--- src/rtl/shbus_pkg.sv ---
package shbus_pkg;
  localparam int unsigned SHB_DATA_W = 16;
  localparam int unsigned SHB_ADDR_W = 12;
  localparam int unsigned SHB_CHAR_W = 8;
  localparam int unsigned SHB_NSRC   = 7;
  localparam int unsigned SHB_SEL_W  = $clog2(SHB_NSRC + 1);

  // Select code values; position in the request vector is code minus one.
  typedef enum logic [SHB_SEL_W-1:0] {
    SEL_NONE  = 3'd0,
    SEL_ADDR  = 3'd1,
    SEL_PC    = 3'd2,
    SEL_DATA  = 3'd3,
    SEL_ACC   = 3'd4,
    SEL_INSTR = 3'd5,
    SEL_TEMP  = 3'd6,
    SEL_MEM   = 3'd7
  } shb_sel_e;
endpackage

--- src/rtl/shbus_req_encoder.sv ---
module shbus_req_encoder #(
  parameter int unsigned NSRC  = shbus_pkg::SHB_NSRC,
  parameter int unsigned SEL_W = $clog2(NSRC + 1)
) (
  input  logic [NSRC-1:0]  req,
  output logic [SEL_W-1:0] sel
);
  // Scan upward so the last (highest) active line overrides lower ones.
  always_comb begin
    sel = '0;
    for (int i = 0; i < NSRC; i++) begin
      if (req[i]) sel = SEL_W'(i + 1);
    end
  end
endmodule

--- src/rtl/shbus_src_mux.sv ---
module shbus_src_mux #(
  parameter int unsigned NSRC   = shbus_pkg::SHB_NSRC,
  parameter int unsigned DATA_W = shbus_pkg::SHB_DATA_W,
  parameter int unsigned SEL_W  = $clog2(NSRC + 1)
) (
  input  logic [NSRC-1:0][DATA_W-1:0] srcs,
  input  logic [SEL_W-1:0]            sel,
  output logic [DATA_W-1:0]           bus
);
  // AND-OR mux: each source gated by its own code match; code 0 matches none.
  logic [NSRC-1:0][DATA_W-1:0] gated;

  for (genvar g = 0; g < NSRC; g++) begin : g_gate
    assign gated[g] = (sel == SEL_W'(g + 1)) ? srcs[g] : '0;
  end

  always_comb begin
    bus = '0;
    for (int i = 0; i < NSRC; i++) bus = bus | gated[i];
  end
endmodule

--- src/rtl/shbus_zext.sv ---
module shbus_zext #(
  parameter int unsigned IN_W  = shbus_pkg::SHB_ADDR_W,
  parameter int unsigned OUT_W = shbus_pkg::SHB_DATA_W
) (
  input  logic [IN_W-1:0]  din,
  output logic [OUT_W-1:0] dout
);
  localparam int unsigned PAD_W = OUT_W - IN_W;

  if (PAD_W == 0) begin : g_same
    assign dout = din;
  end else begin : g_pad
    assign dout = {{PAD_W{1'b0}}, din};
  end
endmodule

--- src/rtl/shbus_char_reg.sv ---
module shbus_char_reg #(
  parameter int unsigned DATA_W = shbus_pkg::SHB_DATA_W,
  parameter int unsigned CHAR_W = shbus_pkg::SHB_CHAR_W
) (
  input  logic              clk,
  input  logic              rst,
  input  logic              load,
  input  logic [DATA_W-1:0] bus,
  output logic [CHAR_W-1:0] q
);
  always_ff @(posedge clk) begin
    if (rst)       q <= '0;
    else if (load) q <= bus[CHAR_W-1:0];
  end
endmodule

--- src/rtl/shbus_selector.sv ---
module shbus_selector #(
  parameter int unsigned DATA_W = shbus_pkg::SHB_DATA_W,
  parameter int unsigned ADDR_W = shbus_pkg::SHB_ADDR_W,
  parameter int unsigned CHAR_W = shbus_pkg::SHB_CHAR_W
) (
  input  logic              clk,
  input  logic              rst,
  input  logic [6:0]        src_req,
  input  logic [ADDR_W-1:0] addr_q,
  input  logic [ADDR_W-1:0] pc_q,
  input  logic [DATA_W-1:0] data_q,
  input  logic [DATA_W-1:0] acc_q,
  input  logic [DATA_W-1:0] instr_q,
  input  logic [DATA_W-1:0] temp_q,
  input  logic [DATA_W-1:0] mem_rdata,
  input  logic              out_load,
  output logic [2:0]        bus_sel,
  output logic [DATA_W-1:0] bus_data,
  output logic [CHAR_W-1:0] out_char
);
  localparam int unsigned NSRC  = shbus_pkg::SHB_NSRC;
  localparam int unsigned SEL_W = $clog2(NSRC + 1);

  logic [NSRC-1:0][DATA_W-1:0] srcs;
  logic [DATA_W-1:0]           addr_wide;
  logic [DATA_W-1:0]           pc_wide;

  shbus_zext #(.IN_W(ADDR_W), .OUT_W(DATA_W)) i_zext_addr (.din(addr_q), .dout(addr_wide));
  shbus_zext #(.IN_W(ADDR_W), .OUT_W(DATA_W)) i_zext_pc   (.din(pc_q),   .dout(pc_wide));

  // Order fixes the code map: index i carries select code i+1.
  assign srcs[shbus_pkg::SEL_ADDR  - 1] = addr_wide;
  assign srcs[shbus_pkg::SEL_PC    - 1] = pc_wide;
  assign srcs[shbus_pkg::SEL_DATA  - 1] = data_q;
  assign srcs[shbus_pkg::SEL_ACC   - 1] = acc_q;
  assign srcs[shbus_pkg::SEL_INSTR - 1] = instr_q;
  assign srcs[shbus_pkg::SEL_TEMP  - 1] = temp_q;
  assign srcs[shbus_pkg::SEL_MEM   - 1] = mem_rdata;

  shbus_req_encoder #(.NSRC(NSRC), .SEL_W(SEL_W)) i_enc (
    .req (src_req),
    .sel (bus_sel)
  );

  shbus_src_mux #(.NSRC(NSRC), .DATA_W(DATA_W), .SEL_W(SEL_W)) i_mux (
    .srcs (srcs),
    .sel  (bus_sel),
    .bus  (bus_data)
  );

  shbus_char_reg #(.DATA_W(DATA_W), .CHAR_W(CHAR_W)) i_char (
    .clk  (clk),
    .rst  (rst),
    .load (out_load),
    .bus  (bus_data),
    .q    (out_char)
  );
endmodule

--- config.mk ---
export PLATFORM = sky130hd
export DESIGN_NAME = shbus_selector
export DESIGN_NICKNAME = d
export VERILOG_FILES = /design/src/rtl/shbus_pkg.sv /design/src/rtl/shbus_req_encoder.sv /design/src/rtl/shbus_src_mux.sv /design/src/rtl/shbus_zext.sv /design/src/rtl/shbus_char_reg.sv /design/src/rtl/shbus_selector.sv
export SDC_FILE = /design/constraint.sdc
export NUM_CORES = 1
export LEC_CHECK = 0
export ABC_AREA = 0
export CAP_MARGIN = 20
export CELL_PAD_IN_SITES_DETAIL_PLACEMENT = 1
export CELL_PAD_IN_SITES_GLOBAL_PLACEMENT = 1
export CORE_AREA = 2 2 53 67
export DETAILED_ROUTE_END_ITERATION = 16
export DIE_AREA = 0 0 55 69
export DONT_BUFFER_PORTS = 1
export GPL_ROUTABILITY_DRIVEN = 0
export GPL_TIMING_DRIVEN = 0
export PLACE_DENSITY_LB_ADDON = 0.1
export SYNTH_ARGS = -nofsm -noshare
export SYNTH_HDL_FRONTEND = slang
export SYNTH_SLANG_ARGS = --single-unit
--- constraint.sdc ---
create_clock -name clk -period 3.8 [get_ports clk]
set_input_delay 0.76 -clock clk [delete_from_list [all_inputs] [get_ports clk]]
set_output_delay 0.76 -clock clk [all_outputs]
set_load 0.05 [all_outputs]
==> results of run 1 <==
power by group through the flow:
stage | clock [mW] | combinational, mW | sequential [mW]
3_5_place_dp | 0 | 0.195 | 0.122
6_report | 0.101 | 0.195 | 0.120
5_1_grt | 0.109 | 0.207 | 0.121
3_3_place_gp | 0 | 0.184 | 0.121
4_1_cts | 0.103 | 0.196 | 0.120
2_1_floorplan | 0 | 0.163 | 0.120
worst max-delay path by stage:
stage               cells past startpoint        from            to
global route                            6  src_req[4]  bus_data[10]
finish                                  7  src_req[4]   bus_data[8]
CTS                                     6  src_req[6]  bus_data[10]
global placement                        7  src_req[4]  bus_data[10]
detailed placement                      7  src_req[4]  bus_data[10]
floorplan                               7  src_req[4]   bus_data[8]
repair_timing:
| item | CTS | global route |
|---|---|---|
| pin swaps | 1 | 2 |
| hold buffers | 0 | 0 |
| gates resized for setup | 1 | 3 |
| endpoints found under the setup margin | 1 | 2 |
worst register-to-register path: cells and delay by family (launching register included):
kind | cells | cell delay (ps)
compound gates | 2 | 390
flops | 1 | 630
kinds of logic after synthesis:
family / Yosys count / synth area share
compound gates: 71 / 0.475
flops: 8 / 0.132
simple gates: 61 / 0.279
mux: 5 / 0.0411
buf+inv: 16 / 0.0740
cells in the mapped netlist, types with 2 or more instances:
library cell	count	area share
nand2_1	20	0.062
a222oi_1	8	0.066
nor2_8	2	0.033
a221oi_1	8	0.058
a22o_1	8	0.058
o21ai_0	8	0.033
a21oi_1	2	0.0082
a22oi_1	9	0.055
nor2_1	13	0.040
o21a_1	2	0.012
nor2b_1	8	0.041
o211ai_1	3	0.018
clkbuf_1	7	0.022
buf_6	2	0.018
nand3_1	7	0.029
a311oi_1	2	0.014
o21bai_1	4	0.025
buf_1	2	0.0062
or2_2	3	0.015
mux2i_1	5	0.041
inv_1	3	0.0092
a21o_1	5	0.031
a41oi_1	4	0.029
and2_1	2	0.010
o221ai_1	2	0.014
dfxtp_1	8	0.13
a31oi_1	2	0.010
area by class of cell:
class | count | area [um2]
fill | 408 | 1830
multi-input combinational | 137 | 968
sequential | 8 | 160
buffer | 12 | 76.3
tap | 37 | 46.3
clock buffer | 3 | 41.3
timing repair buffer | 4 | 30.0
inverter | 3 | 15.0
per-layer routing:
layer	wire length, um	GRT usage
met4	79	0.0867
met3	454	0.0606
met2	2870	0.516
met5	0	0
met1	1790	0.264
==> impl_metrics.py, run 1 <==
metrics = {
    "outcome": {
        "outcome": "complete, no violations",
    },
    "hold_path": {
        "holdPathStages": 1,
        "holdPathEnd": "i_char.q[5]$_SDFFE_PP0P_",
        "hp-class": "in -> reg",
        "hp-start": "rst",
    },
    "pwr": {
        "p_int_uw": 214,
        "p_leak_nw": 0.497,
        "comb_power_share": 0.469,
        "clkPwrFrac": 0.243,
        "powerDensity_nw_per_um2": 311,
        "switching_share": 0.486,
        "switching_power_uw": 202,
        "seqPwrFrac": 0.288,
        "fin_total_pwr_uw": 416,
        "ir_drop_uv": 203,
    },
    "cells_and_area": {
        "fin_cells": 204,
        "final_util": 0.423,
        "finalInstanceArea_um2": 1340,
        "largest_reg_flops": 8,
        "mostFrequentLayoutCells": "nand2_1 (20), nor2_1 (13), a22oi_1 (9)",
        "syn2layout_area_growth_pct": 9.87,
        "reg_top3": "i_char.q (8)",
        "diodes": 0,
        "regMostFlops": "i_char.q",
        "nNetsFinal": 283,
        "final_common_cell": "nand2_1",
        "drive_above_1_share": 0.144,
    },
    "sta": {
        "hold_violations": 0,
        "min_period_ps": 3640,
        "tns_ps": 0,
        "fin_skew_ps": 0,
        "holdWs_ps": 602,
        "slew_headroom": 0.281,
        "worst_slack_ps": 164,
        "max_slew.worst_pin.slew_ps": 1100,
        "max_freq_mhz": 275,
        "period_share": 0.957,
        "finalMaxSlewViolations": 0,
        "finalSetupViolCount": 0,
        "rsz0062_at_grt": "no",
    },
    "clocking": {
        "insertion_delay_ps": 230,
        "cts_tree": "yes",
        "cts_setup_buffers": 0,
        "clockRootBuffer": "clkbuf_8",
        "clk_transition_reported_paths_ps": 40,
        "h-tree-depth": 1,
        "cts_buffers": 3,
        "clk_path_buf_depth": 2,
        "cts.sinks": 8,
    },
    "placed_design": {
        "dp_hpwl_um": 4330,
        "placed_area_um2": 1290,
        "post-place-ws_ps": -132,
        "portBuffers": 0,
        "dp.cells": 202,
    },
    "setup_path": {
        "worst_path_most_repeated_cell": "buf_6",
        "ff2ff_path_depth": 2,
        "path_delay_family": "compound AO/OA/AOI/OAI gates",
        "cp.required_ps": 3040,
        "worst-path-buf-inv": 2,
        "critPathMaxStageDelay_ps": 860,
        "crit_slowest_cell": "o221ai_1",
        "crit_chain": "or4_4 -> buf_6 -> nor2_8 -> buf_6 -> a22o_1 -> a21oi_1 -> o221ai_1",
        "r2r-start": "i_char.q[3]$_SDFFE_PP0P_",
        "r2r_slack_ps": 2690,
        "r2r-end": "i_char.q[3]$_SDFFE_PP0P_",
        "criticalPathCategory": "in -> out",
        "cp-end-kind": "primary output",
        "cp-start-kind": "input pin",
        "crit_fanout": 10,
        "arrival_ps": 2880,
    },
    "synthesis": {
        "synth_warnings": 0,
        "avgSynthCellArea_um2": 7.56,
        "ys_types": 39,
        "synth_fp_nets": 275,
        "synth_area_um2": 1220,
        "seq_area_frac_synth": 0.132,
        "synth_edf_count": 0,
        "ys_seq_elements": 8,
        "synthFlopType": "dfxtp_1",
        "synth_cells": 161,
        "ys_async_sr_fraction": 0,
    },
    "floorplanning": {
        "dieArea_um2": 3800,
        "core_area_um2": 3170,
        "start_util": 0.385,
        "io_pins": 141,
        "die_w_um": 55,
        "die_h_um": 69,
        "fp-row-count": 23,
    },
    "drt": {
        "drtIter0Drc": 64,
        "wirelength_um": 5190,
        "vias": 1416,
        "avgViaCountPerCell": 6.94,
        "drtAntennaViolNets": 0,
        "dr.pass1.iters": 4,
        "drcViolationCount": 0,
        "wl_per_cell_um": 25.5,
    },
    "global_routing": {
        "grt_use_total": 0.270,
        "grt_max_degree": 11,
        "grt.overflow.total": 0,
        "antenna_found_initial": 0,
        "grt_pass1_wl_um": 7650,
        "grt_pass1_vias": 1555,
    },
    "flow_run": {
        "cap_violations": 0,
    },
}
(Power assumes the default switching activity.)
==> run 2: changes to the inputs <==
- CELL_PAD_IN_SITES_DETAIL_PLACEMENT: 1 -> not set
- CELL_PAD_IN_SITES_GLOBAL_PLACEMENT: 1 -> not set
- PLACE_DENSITY_LB_ADDON: 0.1 -> not set
==> run 2 against run 1 <==
Compared with the run above:
- sequential share of layout area up 0.11 points
- hold slack worse by 16 ps
- routed wire length down 9.4%
- flip-flop and latch count unchanged
- global-route usage down 3.1 points
- via count up 2.1%
- register-to-register slack better by 40 ps
- sequential power about the same
- cell count down 0.49%
- clock skew unchanged
- critical path type unchanged
==> impl_metrics.py, run 2 (same netlist as run 1, synthesis figures left out) <==
metrics = {
    "setup_path": {
        "crit_slowest_cell": "o221ai_1",
        "cp.required_ps": 3040,
        "path_delay_family": "compound AO/OA/AOI/OAI gates",
        "cp-start-kind": "input pin",
        "crit_chain": "or4_4 -> buf_6 -> nor2_8 -> buf_6 -> a22o_1 -> a21oi_1 -> o221ai_1",
        "cp.depth": 7,
        "arrival_ps": 2930,
        "ff2ff_path_depth": 2,
        "crit_fanout": 10,
        "worst_path_most_repeated_cell": "buf_6",
        "cp-end-kind": "primary output",
        "critPathMaxStageDelay_ps": 900,
        "criticalPathCategory": "in -> out",
        "worst-path-buf-inv": 2,
    },
    "sta": {
        "worst_slack_ps": 111,
        "min_period_ps": 3690,
        "finalMaxSlewViolations": 0,
        "holdWs_ps": 586,
        "period_share": 0.971,
        "fin_skew_ps": 0,
        "max_freq_mhz": 271,
        "rsz0062_at_grt": "no",
        "hold_violations": 0,
        "max_slew.worst_pin.slew_ps": 1160,
        "slew_headroom": 0.243,
        "finalSetupViolCount": 0,
    },
    "clocking": {
        "clk_path_buf_depth": 2,
        "cts.sinks": 8,
        "h-tree-depth": 1,
        "clk_transition_reported_paths_ps": 40,
        "insertion_delay_ps": 240,
        "cts_buffers": 3,
        "cts_hold_buf": 0,
        "clockRootBuffer": "clkbuf_8",
        "cts_tree": "yes",
    },
    "cells_and_area": {
        "reg_top3": "i_char.q (8)",
        "nNetsFinal": 282,
        "diodes": 0,
        "final_util": 0.419,
        "regMostFlops": "i_char.q",
        "final_common_cell": "nand2_1",
        "largest_reg_flops": 8,
        "mostFrequentLayoutCells": "nand2_1 (20), nor2_1 (13), a22oi_1 (9)",
        "syn2layout_area_growth_pct": 8.84,
        "drive_above_1_share": 0.133,
        "fillCellCount": 338,
    },
    "drt": {
        "drcViolationCount": 0,
        "vias": 1446,
        "avgViaCountPerCell": 7.12,
        "wirelength_um": 4700,
        "wl_per_cell_um": 23.2,
        "drtAntennaViolNets": 0,
        "drtIter0Drc": 85,
        "dr.pass1.iters": 5,
    },
    "placed_design": {
        "dp_hpwl_um": 3890,
        "portBuffers": 0,
        "post-place-ws_ps": -105,
    },
    "floorplanning": {
        "dieArea_um2": 3800,
        "die_h_um": 69,
        "start_util": 0.385,
        "io_pins": 141,
        "fp-row-count": 23,
        "core_area_um2": 3170,
        "die_w_um": 55,
    },
    "flow_run": {
        "cap_violations": 0,
    },
    "outcome": {
        "outcome": "complete, no violations",
    },
    "pwr": {
        "powerDensity_nw_per_um2": 315,
        "ir_drop_uv": 187,
        "p_leak_nw": 0.487,
    },
    "hold_path": {
        "holdPathStages": 1,
        "hp-class": "in -> reg",
    },
    "global_routing": {
        "grt_pass1_vias": 1478,
        "grt_use_total": 0.240,
        "grt.overflow.total": 0,
        "grt_max_degree": 11,
        "antenna_found_initial": 0,
        "grt_pass1_wl_um": 6890,
    },
}
==> run 2: routing by layer <==
layer,up-vias,share of wire,global-route usage
met5,-,0,0
met2,99,0.51,0.389
li1,656,-,-
met1,682,0.36,0.287
met3,9,0.12,0.0563
met4,0,0.014,0.106
==> run 2: power breakdown <==
group,internal (mW),switching (mW)
logic,0.0511,0.140
registers,0.0913,0.0282
clock network,0.0689,0.0372
total,0.211,0.206
==> run 2: area by class of cell <==
cell class | count | area [um2] | share of cell area
Timing Repair Buffer | 3 | 18.8 | 0.0142
Sequential cell | 8 | 160 | 0.121
Tap cell | 37 | 46.3 | 0.0349
Clock buffer | 3 | 41.3 | 0.0312
Multi-Input combinational cell | 137 | 968 | 0.731
Inverter | 3 | 15.0 | 0.0113
Buffer | 12 | 75.1 | 0.0567
==> run 2: worst paths after layout <==
| kind | end | slack (ps) | startpoint |
|---|---|---|---|
| worst min-delay path | i_char.q[5]$_SDFFE_PP0P_ | 590 | rst |
| worst min register to register | i_char.q[1]$_SDFFE_PP0P_ | 720 | i_char.q[1]$_SDFFE_PP0P_ |
| worst max-delay path | bus_data[8] | 110 | src_req[4] |
| worst max register to register | i_char.q[5]$_SDFFE_PP0P_ | 2730 | i_char.q[5]$_SDFFE_PP0P_ |
==> run 2: timing repair <==
item,CTS,global route
setup endpoints to repair,1,1
pin swaps,1,1
cloned,0,0
buffers inserted,0,0
gates resized for setup,1,1
==> run 2: through the flow <==
step / area, um2 / setup TNS (ps) / power [mW] / std cells
3_5_place_dp: 1280 / -105 / 0.312 / 201
6_report: 1330 / 0 / 0.417 / 203
4_1_cts: 1320 / 0 / 0.416 / 203
2_1_floorplan: 1220 / 0 / 0.283 / 161
3_3_place_gp: 1260 / -82.6 / 0.305 / 198
5_1_grt: 1330 / 0 / 0.434 / 203
==> run 3: changes to the inputs <==
- clock period: 3.8 -> 4.7 ns (I/O delays scaled with it)
==> run 3 against run 2 <==
Compared with the run above:
- power is 19% lower
- combinational power is 19% lower
- clock skew stayed put
- design area hardly changed
- count of clock-buffer cells in the layout stayed put
- routed wire length is 0.40% lower
- critical path type unchanged
- largest power group unchanged
- highest routed layer unchanged
==> impl_metrics.py, run 3 (same netlist as run 1, synthesis figures left out) <==
metrics = {
    "global_routing": {
        "grt_pass1_vias": 1483,
        "antenna_found_initial": 0,
        "grt.overflow.total": 0,
        "grt_max_degree": 11,
        "grt_use_total": 0.240,
        "grt_pass1_wl_um": 6890,
    },
    "sta": {
        "finalMaxSlewViolations": 0,
        "max_slew.worst_pin.slew_ps": 1150,
        "period_share": 0.913,
        "fin_skew_ps": 0,
        "max_freq_mhz": 233,
        "tns_ps": 0,
        "slew_headroom": 0.245,
        "finalSetupViolCount": 0,
        "min_period_ps": 4290,
        "rsz0062_at_grt": "no",
        "hold_violations": 0,
    },
    "cells_and_area": {
        "syn2layout_area_growth_pct": 8.74,
        "fillCellCount": 341,
        "fin_cells": 204,
        "final_common_cell": "nand2_1",
        "diodes": 0,
        "drive_above_1_share": 0.120,
        "regMostFlops": "i_char.q",
        "mostFrequentLayoutCells": "nand2_1 (20), nor2_1 (13), a22oi_1 (9)",
        "reg_top3": "i_char.q (8)",
        "final_util": 0.418,
        "nNetsFinal": 283,
        "largest_reg_flops": 8,
    },
    "setup_path": {
        "cp-end-kind": "primary output",
        "r2r-end": "i_char.q[5]$_SDFFE_PP0P_",
        "cp.required_ps": 3760,
        "r2r_slack_ps": 3630,
        "criticalPathCategory": "in -> out",
        "crit_fanout": 7,
        "r2r-start": "i_char.q[5]$_SDFFE_PP0P_",
        "arrival_ps": 3350,
        "ff2ff_path_depth": 2,
        "cp-start-kind": "input pin",
    },
    "pwr": {
        "powerDensity_nw_per_um2": 254,
        "ir_drop_uv": 151,
        "p_int_uw": 171,
        "clkPwrFrac": 0.255,
        "comb_power_share": 0.458,
        "switching_share": 0.493,
        "switching_power_uw": 166,
        "seqPwrFrac": 0.287,
        "p_leak_nw": 0.491,
    },
    "drt": {
        "wirelength_um": 4680,
        "drtIter0Drc": 85,
        "drtAntennaViolNets": 0,
        "drcViolationCount": 0,
        "vias": 1459,
        "dr.pass1.iters": 5,
        "wl_per_cell_um": 23.0,
        "avgViaCountPerCell": 7.15,
    },
    "clocking": {
        "clk_transition_reported_paths_ps": 40,
        "h-tree-depth": 1,
        "cts_buffers": 3,
        "ctsResizeCount": 0,
        "cts_hold_buf": 0,
        "clockRootBuffer": "clkbuf_8",
        "insertion_delay_ps": 240,
        "cts_setup_buffers": 0,
        "cts.sinks": 8,
        "clk_path_buf_depth": 2,
        "cts_tree": "yes",
    },
    "floorplanning": {
        "dieArea_um2": 3800,
        "io_pins": 141,
        "core_area_um2": 3170,
        "die_h_um": 69,
        "start_util": 0.385,
        "fp-row-count": 23,
        "die_w_um": 55,
    },
    "hold_path": {
        "holdPathStages": 2,
        "holdPathEnd": "i_char.q[1]$_SDFFE_PP0P_",
        "hp-start": "i_char.q[1]$_SDFFE_PP0P_",
        "hp-class": "reg -> reg",
    },
    "flow_run": {
        "cap_violations": 0,
    },
    "placed_design": {
        "dp_hpwl_um": 3890,
        "portBuffers": 0,
        "dp.cells": 201,
    },
    "outcome": {
        "outcome": "complete, no violations",
    },
}
run 3: cell types whose count changed in the layout (fill, tap and decap cells not counted), sizes merged:
cell | previous run | this run
inv | 2 | 3
clkbuf | 9 | 10
clkinvlp | 1 | 0
run 3: routing by layer:
metal	share of wire	GRT usage
met1	0.36	0.283
met2	0.51	0.393
met3	0.11	0.0563
met4	0.021	0.106
met5	0	0
run 3: area by class of cell:
type,count,area [um2],area share
inverter,3,11.3,0.00851
buffer,13,78.8,0.0595
multi-input combinational,137,967,0.731
timing repair buffer,3,18.8,0.0142
tap,37,46.3,0.0350
clock buffer,3,41.3,0.0312
sequential,8,160,0.121
run 3: power by group through the flow:
| stage | Sequential (mW) | Clock, mW | Combinational [mW] |
|---|---|---|---|
| final | 0.0967 | 0.0858 | 0.154 |
| after global routing | 0.0978 | 0.0890 | 0.163 |
| after CTS | 0.0967 | 0.0850 | 0.154 |
| after detailed placement | 0.0978 | 0 | 0.154 |
| after global placement | 0.0977 | 0 | 0.149 |
| after floorplan | 0.0970 | 0 | 0.132 |
run 3: critical path, stage by stage:
cell	delay, ps
nor2b_1	460
nor2_1	100
and2_1	180
clkbuf_1	190
inv_1	490
mux2i_1	160
o211ai_1	840
run 3: through the flow:
step	worst slack, ps	hold WS, ps	cell area (um2)	total power [mW]
final	411	719	1320	0.337
after global routing	343	754	1320	0.350
after CTS	434	723	1320	0.336
after detailed placement	435	718	1280	0.252
after global placement	457	716	1260	0.246
after floorplan	823	695	1220	0.229
run 3: worst max-delay path by stage:
| stage | from | end | slack, ps | depth (start not counted) |
|---|---|---|---|---|
| final | src_req[4] | bus_data[10] | 410 | 7 |
| after global routing | src_req[4] | bus_data[10] | 340 | 7 |
| after CTS | src_req[4] | bus_data[10] | 430 | 7 |
| after detailed placement | src_req[4] | bus_data[10] | 430 | 7 |
| after global placement | src_req[4] | bus_data[10] | 460 | 7 |
| after floorplan | src_req[4] | bus_data[8] | 820 | 7 |
